**config.mk**
```make
export PLATFORM = sky130hd
export DESIGN_NAME = uart_cmd_ctrl
export DESIGN_NICKNAME = d
export VERILOG_FILES = /design/src/rtl/uart_cmd_pkg.sv /design/src/rtl/uart_cmd_decode.sv /design/src/rtl/uart_cmd_tx_ctrl.sv /design/src/rtl/uart_cmd_rx_ctrl.sv /design/src/rtl/uart_cmd_ctrl.sv
export SDC_FILE = /design/constraint.sdc
export NUM_CORES = 1
export LEC_CHECK = 0
export BUFFER_PORTS_ARGS = -buffer_cell sky130_fd_sc_hd__buf_2
export CAP_MARGIN = 30
export CORE_AREA = 8 8 45 47
export CTS_CLUSTER_DIAMETER = 120
export CTS_CLUSTER_SIZE = 10
export DETAILED_ROUTE_END_ITERATION = 12
export DIE_AREA = 0 0 53 55
export PLACE_DENSITY = 0.62
export SKIP_LAST_GASP = 1
export SLEW_MARGIN = 20
export SYNTH_ARGS = -nofsm -noshare
export SYNTH_HDL_FRONTEND = slang
export SYNTH_SLANG_ARGS = --single-unit
```
**constraint.sdc**
```tcl
create_clock -name clk -period 1.4 [get_ports clk]
set_clock_uncertainty 0.15 [all_clocks]
set_input_delay 0.07 -clock clk [delete_from_list [all_inputs] [get_ports clk]]
set_output_delay 0.07 -clock clk [all_outputs]
set_load 0.02 [all_outputs]
```
**src/rtl/uart_cmd_pkg.sv**
```systemverilog
package uart_cmd_pkg;

   typedef enum logic [1:0] {
      TXS_OFF   = 2'd0,
      TXS_ON    = 2'd1,
      TXS_DRAIN = 2'd2
   } tx_state_e;

   // command codes whose position in the strobe vector follows their value
   localparam int unsigned CODE_FIRST_STROBE = 2;
   localparam int unsigned NUM_STROBES       = 4;
   localparam int unsigned IDX_RX_RST        = 0;
   localparam int unsigned IDX_TX_RST        = 1;
   localparam int unsigned IDX_ERR_CLR       = 2;
   localparam int unsigned IDX_BRK_CLR       = 3;

   typedef struct packed {
      logic lock;
      logic tx_on;
      logic rx_on;
   } ctrl_bits_t;

endpackage

```
**src/rtl/uart_cmd_decode.sv**
```systemverilog
module uart_cmd_decode
   import uart_cmd_pkg::*;
#(
   parameter int unsigned DATA_W   = 8,
   parameter int unsigned CMD_W    = 5,
   parameter int unsigned LOCK_BIT = 2,
   parameter int unsigned TXEN_BIT = 1,
   parameter int unsigned RXEN_BIT = 0
) (
   input  logic                   clk,
   input  logic                   rst_n,
   input  logic                   wr_en,
   input  logic [DATA_W-1:0]      wr_data,
   output ctrl_bits_t             ctrl,
   output logic [NUM_STROBES-1:0] hit,
   output logic [NUM_STROBES-1:0] strobe_q
);
   localparam int unsigned CMD_LSB = DATA_W - CMD_W;

   logic [CMD_W-1:0] code;

   assign code       = wr_data[DATA_W-1:CMD_LSB];
   assign ctrl.lock  = wr_data[LOCK_BIT];
   assign ctrl.tx_on = wr_data[TXEN_BIT];
   assign ctrl.rx_on = wr_data[RXEN_BIT];

   for (genvar i = 0; i < NUM_STROBES; i++) begin : g_hit
      localparam logic [CMD_W-1:0] MATCH = CMD_W'(CODE_FIRST_STROBE + i);
      assign hit[i] = wr_en && (code == MATCH);

      always_ff @(posedge clk or negedge rst_n) begin
         if (!rst_n) strobe_q[i] <= 1'b0;
         else        strobe_q[i] <= hit[i];
      end
   end

endmodule

```
**src/rtl/uart_cmd_tx_ctrl.sv**
```systemverilog
module uart_cmd_tx_ctrl
   import uart_cmd_pkg::*;
#(
   parameter bit GRACEFUL_OFF = 1'b1
) (
   input  logic clk,
   input  logic rst_n,
   input  logic upd_en,
   input  logic en_bit,
   input  logic rst_hit,
   input  logic tx_busy,
   input  logic tx_fifo_nempty,
   output logic tx_active,
   output logic tx_rdy,
   output logic tx_emt
);
   tx_state_e state_q, state_d, off_target;
   logic      pending;

   assign pending = tx_busy | tx_fifo_nempty;

   if (GRACEFUL_OFF) begin : g_drain
      assign off_target = pending ? TXS_DRAIN : TXS_OFF;
   end else begin : g_abrupt
      assign off_target = TXS_OFF;
   end

   always_comb begin
      state_d = state_q;
      if (rst_hit) begin
         state_d = TXS_OFF;
      end else if (upd_en) begin
         if (en_bit)                 state_d = TXS_ON;
         else if (state_q == TXS_OFF) state_d = TXS_OFF;
         else                         state_d = off_target;
      end else if (state_q == TXS_DRAIN && !pending) begin
         state_d = TXS_OFF;
      end
   end

   always_ff @(posedge clk or negedge rst_n) begin
      if (!rst_n) state_q <= TXS_OFF;
      else        state_q <= state_d;
   end

   assign tx_rdy    = (state_q == TXS_ON);
   assign tx_active = (state_q != TXS_OFF);
   assign tx_emt    = tx_rdy && !pending;

endmodule

```
**src/rtl/uart_cmd_rx_ctrl.sv**
```systemverilog
module uart_cmd_rx_ctrl (
   input  logic clk,
   input  logic rst_n,
   input  logic upd_en,
   input  logic en_bit,
   input  logic rst_hit,
   output logic rx_en,
   output logic rx_restart
);
   logic en_d, restart_d;

   always_comb begin
      en_d      = rx_en;
      restart_d = 1'b0;
      if (rst_hit) begin
         en_d = 1'b0;
      end else if (upd_en) begin
         en_d      = en_bit;
         restart_d = en_bit;
      end
   end

   always_ff @(posedge clk or negedge rst_n) begin
      if (!rst_n) begin
         rx_en      <= 1'b0;
         rx_restart <= 1'b0;
      end else begin
         rx_en      <= en_d;
         rx_restart <= restart_d;
      end
   end

endmodule

```
**src/rtl/uart_cmd_ctrl.sv**
```systemverilog
module uart_cmd_ctrl
   import uart_cmd_pkg::*;
#(
   parameter int unsigned DATA_W       = 8,
   parameter int unsigned CMD_W        = 5,
   parameter int unsigned LOCK_BIT     = 2,
   parameter int unsigned TXEN_BIT     = 1,
   parameter int unsigned RXEN_BIT     = 0,
   parameter bit          GRACEFUL_OFF = 1'b1
) (
   input  logic              clk,
   input  logic              rst_n,
   input  logic              wr_en,
   input  logic [DATA_W-1:0] wr_data,
   input  logic              tx_busy,
   input  logic              tx_fifo_nempty,
   output logic              rx_en,
   output logic              tx_active,
   output logic              tx_rdy,
   output logic              tx_emt,
   output logic              rx_restart,
   output logic              rx_reset_p,
   output logic              tx_reset_p,
   output logic              err_clr_p,
   output logic              brk_clr_p
);
   if (DATA_W != CMD_W + 3) begin : g_bad_width
      $error("uart_cmd_ctrl: DATA_W must equal CMD_W + 3");
   end
   if (LOCK_BIT == TXEN_BIT || LOCK_BIT == RXEN_BIT || TXEN_BIT == RXEN_BIT) begin : g_bad_bits
      $error("uart_cmd_ctrl: control bit positions must differ");
   end
   if (LOCK_BIT >= DATA_W - CMD_W || TXEN_BIT >= DATA_W - CMD_W ||
       RXEN_BIT >= DATA_W - CMD_W) begin : g_bad_pos
      $error("uart_cmd_ctrl: control bits must lie below the command field");
   end
   if ((1 << CMD_W) < CODE_FIRST_STROBE + NUM_STROBES) begin : g_bad_cmd
      $error("uart_cmd_ctrl: command field too narrow for strobe codes");
   end

   ctrl_bits_t             ctrl;
   logic [NUM_STROBES-1:0] hit, strobe_q;
   logic                   upd_en;

   uart_cmd_decode #(
      .DATA_W   (DATA_W),
      .CMD_W    (CMD_W),
      .LOCK_BIT (LOCK_BIT),
      .TXEN_BIT (TXEN_BIT),
      .RXEN_BIT (RXEN_BIT)
   ) u_decode (
      .clk      (clk),
      .rst_n    (rst_n),
      .wr_en    (wr_en),
      .wr_data  (wr_data),
      .ctrl     (ctrl),
      .hit      (hit),
      .strobe_q (strobe_q)
   );

   assign upd_en = wr_en && !ctrl.lock;

   uart_cmd_tx_ctrl #(
      .GRACEFUL_OFF (GRACEFUL_OFF)
   ) u_tx (
      .clk            (clk),
      .rst_n          (rst_n),
      .upd_en         (upd_en),
      .en_bit         (ctrl.tx_on),
      .rst_hit        (hit[IDX_TX_RST]),
      .tx_busy        (tx_busy),
      .tx_fifo_nempty (tx_fifo_nempty),
      .tx_active      (tx_active),
      .tx_rdy         (tx_rdy),
      .tx_emt         (tx_emt)
   );

   uart_cmd_rx_ctrl u_rx (
      .clk        (clk),
      .rst_n      (rst_n),
      .upd_en     (upd_en),
      .en_bit     (ctrl.rx_on),
      .rst_hit    (hit[IDX_RX_RST]),
      .rx_en      (rx_en),
      .rx_restart (rx_restart)
   );

   assign rx_reset_p = strobe_q[IDX_RX_RST];
   assign tx_reset_p = strobe_q[IDX_TX_RST];
   assign err_clr_p  = strobe_q[IDX_ERR_CLR];
   assign brk_clr_p  = strobe_q[IDX_BRK_CLR];

endmodule

```
Word level (Yosys, flattened, before mapping)
Index checks and enable logic that the tools add are counted.
{"block": "totals", "register_bits": 8, "in_bits": 13, "output_inout_bits": 9, "elab_cells": 37}
{"block": "classes", "eq_ne": 6, "muxes": 10, "n_bitwise": 1, "n_reduce_logical": 13}
{"operator": "$mux 2", "count": 6}
{"operator": "$eq 5x2->1 const B", "count": 2}
{"operator": "$eq 5x3->1 const B", "count": 2}
{"operator": "$logic_and 1x1->1", "count": 7}
{"operator": "$mux 1", "count": 4}
{"operator": "$reduce_bool 2->1", "count": 2}
{"operator": "$reduce_bool 3->1", "count": 1}
{"operator": "$eq 2x1->1 const B", "count": 1}
{"operator": "$eq 2x2->1 const B", "count": 1}
{"operator": "$logic_not 1->1", "count": 2}
{"operator": "$logic_not 2->1", "count": 1}
{"operator": "$or 1x1->1", "count": 1}

Logic depth before layout (Yosys ltp)
{"block": "depth", "ltp_word": 6, "ltp_mapped": 3, "depth_no_buf": 3}

Hierarchy
From an unflattened synthesis, not the netlist that was laid out.
{"block": "hier_totals", "hier_cells": 37, "area_unflattened_um2": 416.6}
{"module": "uart_cmd_decode", "instances": 1, "cells_each": 15, "area_per_inst_um2": 200.2, "seq_area_each_um2": 100.1}
{"module": "uart_cmd_tx_ctrl", "instances": 1, "cells_each": 15, "area_per_inst_um2": 130.1, "seq_area_each_um2": 50.0}
{"module": "uart_cmd_rx_ctrl", "instances": 1, "cells_each": 6, "area_per_inst_um2": 72.6, "seq_area_each_um2": 50.0}
{"module": "uart_cmd_ctrl", "instances": 1, "cells_each": 1, "area_per_inst_um2": 13.8, "seq_area_each_um2": 0.0}

Worst setup path after synthesis
No wires, ideal clock.
{"block": "synth_path", "path_type": "register to output", "startpoint": "reg u_tx.state_q[1]", "endpoint": "out tx_emt", "arrival_ps": 1326, "required_time_ps": 1180, "setup_slack_ps": -146, "path_stages_with_launch": 3, "path_buffers": 0, "cell_sequence": "dfrtp_1 > nor2b_1 > nor3b_1"}
{"block": "synth_via", "elab_chain_len": 2}
{"element": "from (decl)", "line_no": "uart_cmd_tx_ctrl.sv:17", "text": "tx_state_e state_q, state_d, off_target;"}
{"element": "from (signal assigned)", "line_no": "uart_cmd_tx_ctrl.sv:43", "text": "else state_q <= state_d;"}
{"element": "$eq 2x1->1", "line_no": "uart_cmd_tx_ctrl.sv:46", "text": "assign tx_rdy = (state_q == TXS_ON);"}
{"element": "via tx_rdy", "line_no": "uart_cmd_ctrl.sv:19", "text": "output logic tx_rdy,"}
{"element": "$logic_and 1x1->1", "line_no": "uart_cmd_tx_ctrl.sv:48", "text": "assign tx_emt = tx_rdy && !pending;"}
{"element": "to (decl)", "line_no": "uart_cmd_ctrl.sv:20", "text": "output logic tx_emt,"}
The timed path passes the listed nets, and every way through them passes these cells.

Worst setup path after layout
{"block": "layout_path", "startpoint": "in wr_data[2]", "endpoint": "reg u_tx.state_q[1]"}
{"block": "layout_via", "elab_chain_len": 4, "elab_cells_between_ends": 5, "classes_between": "mux: 2; reduce/logical: 3"}
{"element": "from (decl)", "line_no": "uart_cmd_ctrl.sv:14", "text": "input logic [DATA_W-1:0] wr_data,"}
{"element": "$logic_not 1->1 *", "line_no": "uart_cmd_ctrl.sv:61", "text": "assign upd_en = wr_en && !ctrl.lock;"}
{"element": "$logic_and 1x1->1 *", "line_no": "uart_cmd_ctrl.sv:61"}
{"element": "$mux 2", "line_no": "uart_cmd_tx_ctrl.sv:32", "text": "end else if (upd_en) begin"}
{"element": "$mux 2", "line_no": "uart_cmd_tx_ctrl.sv:30", "text": "if (rst_hit) begin"}
Every way passes the cells marked *; elsewhere a longest branch is shown, timed or not.
A chain may end at the register's enable or synchronous reset.

==> summary.md <==
| Metric | Value |
|---|---|
| Ant diodes | 0 |
| Synth warn | 0 |
| Post-synthesis adder-cell area fraction | 0% |
| Total Routed Length | 952 um |
| Failing checks | negative hold slack, negative setup slack |
| I/O Buffers | 21 |
| Multi-input gate area | 176 um^2 |
| Post-synth net total | 44 |
| Sequential area share after synthesis | 54.4% |
| Clk root buf | clkbuf_4 |
| Post-Synthesis Mean Instance Area | between 10 and 15 um^2 |
| CTS sink cnt | 8 |
| # fillers | about 140 |
| CTS max path bufs | 2 |
| Fin crit share | 100% |
| Layout cell share with drive strength beyond 1 | 52.4% |
| Post-Synthesis Cells | 31 |
| CP Cell Sequence | dlygate4sd3_1, buf_2, nand2b_1, a311oi_1, a211oi_2 |
| Antenna violations before repair | 0 |
| Post-Synth Simple-Gate Area | roughly 34% |
| CP startpoint kind | input port |
| Worst-margin pin slew | a little over 0.3 ns |
| Row count | 14 |
| Die area | between 0.002 and 0.003 mm^2 |
| Congestion Overflow GR | 0 |
| Die Height | 55 um |
| DR WL/cell | between 10 and 15 um |
| Register area | around 200 um^2 |
| Synth Area in XOR/XNOR | 0% |
| HPWL Detailed | about 750 um |
| CTS Buf Count | 3 |
| Clk slew on worst S/H paths | roughly 0.05 ns |
| IO Count | 22 |
| Largest net degree at the start of global routing | 9 |
| Main combinational cell family by area after synthesis | simple AND/OR/NAND/NOR gates |
| First-pass GRT wire length | about 1500 um |
| Initial Utilization | between 20% and 30% |
| Skew-Pair Late Insertion Delay | between 0.2 and 0.3 ns |
| VDD IR max | approximately 0.00032 V |
| Crit. End Element | flip-flop |
| HP Class | input port to flip-flop |
| Achievable frequency | between 700 and 800 MHz |
| DP Worst Slack | 0.166 ns |
| Synth Cell Area | about 370 um^2 |
| Number of global-route vias before repair | approximately 360 |
| Slew Limit Fails | 0 |
| DRT iter0 DRCs | 0 |
| Worst setup margin | -0.000276 ns |
| Vias after detailed routing | between 300 and 400 |
| Slowest stage delay, CP | roughly 0.54 ns |
| Placed cell areas | around 500 um^2 |
| Max cap viols | 0 |
| Net count, final | approximately 80 |
| Final count of negative-setup-slack endpoints | 1 |
| Hold Fails Final Rpt | 4 |
| Die width | roughly 53 um |
| Worst-path fanout max | 4 |
| Drt pass-1 iters | 1 |
| Largest cells by area after synthesis | dfrtp_1 54%, nor2_4 6.1%, or4b_4 3.7% |
| Hold buffers post-CTS | 6 |
| Drc violations | 0 |
| Final Cell Area | around 600 um^2 |
| Critical path type | input port to flip-flop |
| Share of Yosys cell area claimed by the top area cell type | ~54% |
| Worst slew margin | ~79% |
| Synth Area in Compound Gates | between 9 and 10% |
| RSZ-0062 raised after global routing | true |
| Post-synth top area cell | dfrtp_1 |
| CTS tree | yes |
| Worst EP arrival | around 1.4 ns |
| Power Dens Cells | 985 mW/mm^2 |
| Min Tclk post-route | 1.40 ns |
| Leak | 0.312 nW |
| H-Tree Depth | 1 |
| Synthesis-to-layout area growth | 63.6% |
| Register bit total from synthesis | 8 |
| Via density | 4.38 |
| Post-synthesis mux area share | under 10% |
| Antenna Nets Post-Route | 0 |
| Status | finished, violations left |
| Final hold slack | -0.0577 ns |
| Post-synth cell types | 18 |
| Core Area | roughly 0.0014 mm^2 |
| Slowest CP cell | dlygate4sd3_1 |
| Critical Path RT | 1.37 ns |
| Global Route Usage Sum | between 7 and 8% |
| GPL Wtd Cong | slightly below 0.7 |
==> cells by family (layout without fill, tap and decap cells) <==
family,count (synthesis),count (layout)
mux,1,1
flops,8,8
buf+inv,0,32
simple gates,18,18
compound gates,4,4
==> power by group <==
| part | total (W) | internal (W) | switching [W] |
|---|---|---|---|
| logic | 0.000158 | 0.0000794 | 0.0000784 |
| clock network | 0.000172 | 0.0000978 | 0.0000742 |
| registers | 0.000263 | 0.000248 | 0.0000144 |
==> worst paths after layout <==
| check | start | to | slack (ns) | depth (start not counted) |
|---|---|---|---|---|
| max reg2reg | u_tx.state_q[0]$_DFFE_PN0P_ | u_tx.state_q[1]$_DFFE_PN0P_ | 0.21 | 3 |
| min | wr_data[6] | u_decode.strobe_q[3]$_DFF_PN0_ | -0.06 | 3 |
| max in group asynchronous | rst_n | u_decode.strobe_q[0]$_DFF_PN0_ | 0.90 | 2 |
| max | wr_data[2] | u_tx.state_q[1]$_DFFE_PN0P_ | -0.0003 | 5 |
| min reg2reg | u_rx.rx_en$_DFFE_PN0P_ | u_rx.rx_en$_DFFE_PN0P_ | 0.37 | 2 |
| min in group asynchronous | rst_n | u_rx.rx_en$_DFFE_PN0P_ | 0.03 | 2 |
==> metrics by stage <==
stage	setup TNS (ns)	util (%)	power (W)	std cells
2_1_floorplan	0	-	0.000343	31
3_3_place_gp	0	36.0	0.000396	68
3_5_place_dp	0	36.0	0.000396	68
4_1_cts	0	42.0	0.000586	77
5_1_grt	-0.0460	43.5	0.000627	79
6_report	-0.000276	43.5	0.000593	79
==> timing repair <==
| item | CTS | global route |
|---|---|---|
| hold endpoints to repair | 16 | 4 |
| endpoints found under the setup margin | 0 | 3 |
| gates resized for setup | 0 | 2 |
| buffers inserted | 0 | 2 |
==> synthesized netlist by cell type <==
| cell type | instances |
|---|---|
| or2_1 | 1 |
| or4b_4 | 1 |
| nand2b_1 | 2 |
| a311oi_1 | 1 |
| nor3b_1 | 1 |
| o21bai_1 | 1 |
| nand3b_1 | 1 |
| or4b_1 | 1 |
| nor2b_1 | 1 |
| nor2_1 | 3 |
| dfrtp_1 | 8 |
| nor2_2 | 1 |
| mux2i_1 | 1 |
| nand2_1 | 3 |
| a21oi_1 | 1 |
| a211oi_2 | 1 |
| and3b_1 | 1 |
| nor2_4 | 2 |
==> state kept, by name, summed over array words and instances, names as in the netlist <==
signal	count
u_tx.state_q	2
u_rx.rx_restart	1
u_decode.strobe_q	4
u_rx.rx_en	1
==> area by class of cell <==
class,instances,share of cell area (%)
sequential,8,33.3
timing repair buffer,29,30.4
multi-input combinational,23,29.3
clock buffer,3,3.74
tap,16,3.33
==> worst max-delay path, delay by kind of cell <==
family,cells,cell delay [ns]
buffers and inverters,2,0.67
AND/OR/NAND/NOR,1,0.20
AO/OA/AOI/OAI,2,0.44
==> metal layers <==
metal	part of all wire (%)	GRT usage, %
met1	41	7.13
met5	0	0
met2	46	11.3
met3	11	3.74
met4	1.9	5.17
==> placed cells by master (no fill, tap or decap) <==
cell           netlist  routed
dfrtp_1              8       8
nor2b_1              1       1
or2_1                1       1
nor2_1               3       3
o21bai_1             1       1
and3b_1              1       1
nand2b_1             2       2
mux2i_1              1       1
dlygate4sd3_1        0       6
buf_2                0      20
nand2_1              3       3
clkbuf_4             0       3
nor3b_2              0       1
a211oi_2             1       1
nor2_4               2       2
a21oi_1              1       1
a311oi_1             1       1
buf_4                0       3
nand3b_1             1       1
or4b_4               1       2
nor2_2               1       1
Note: power is estimated with default switching activity, not from simulation.
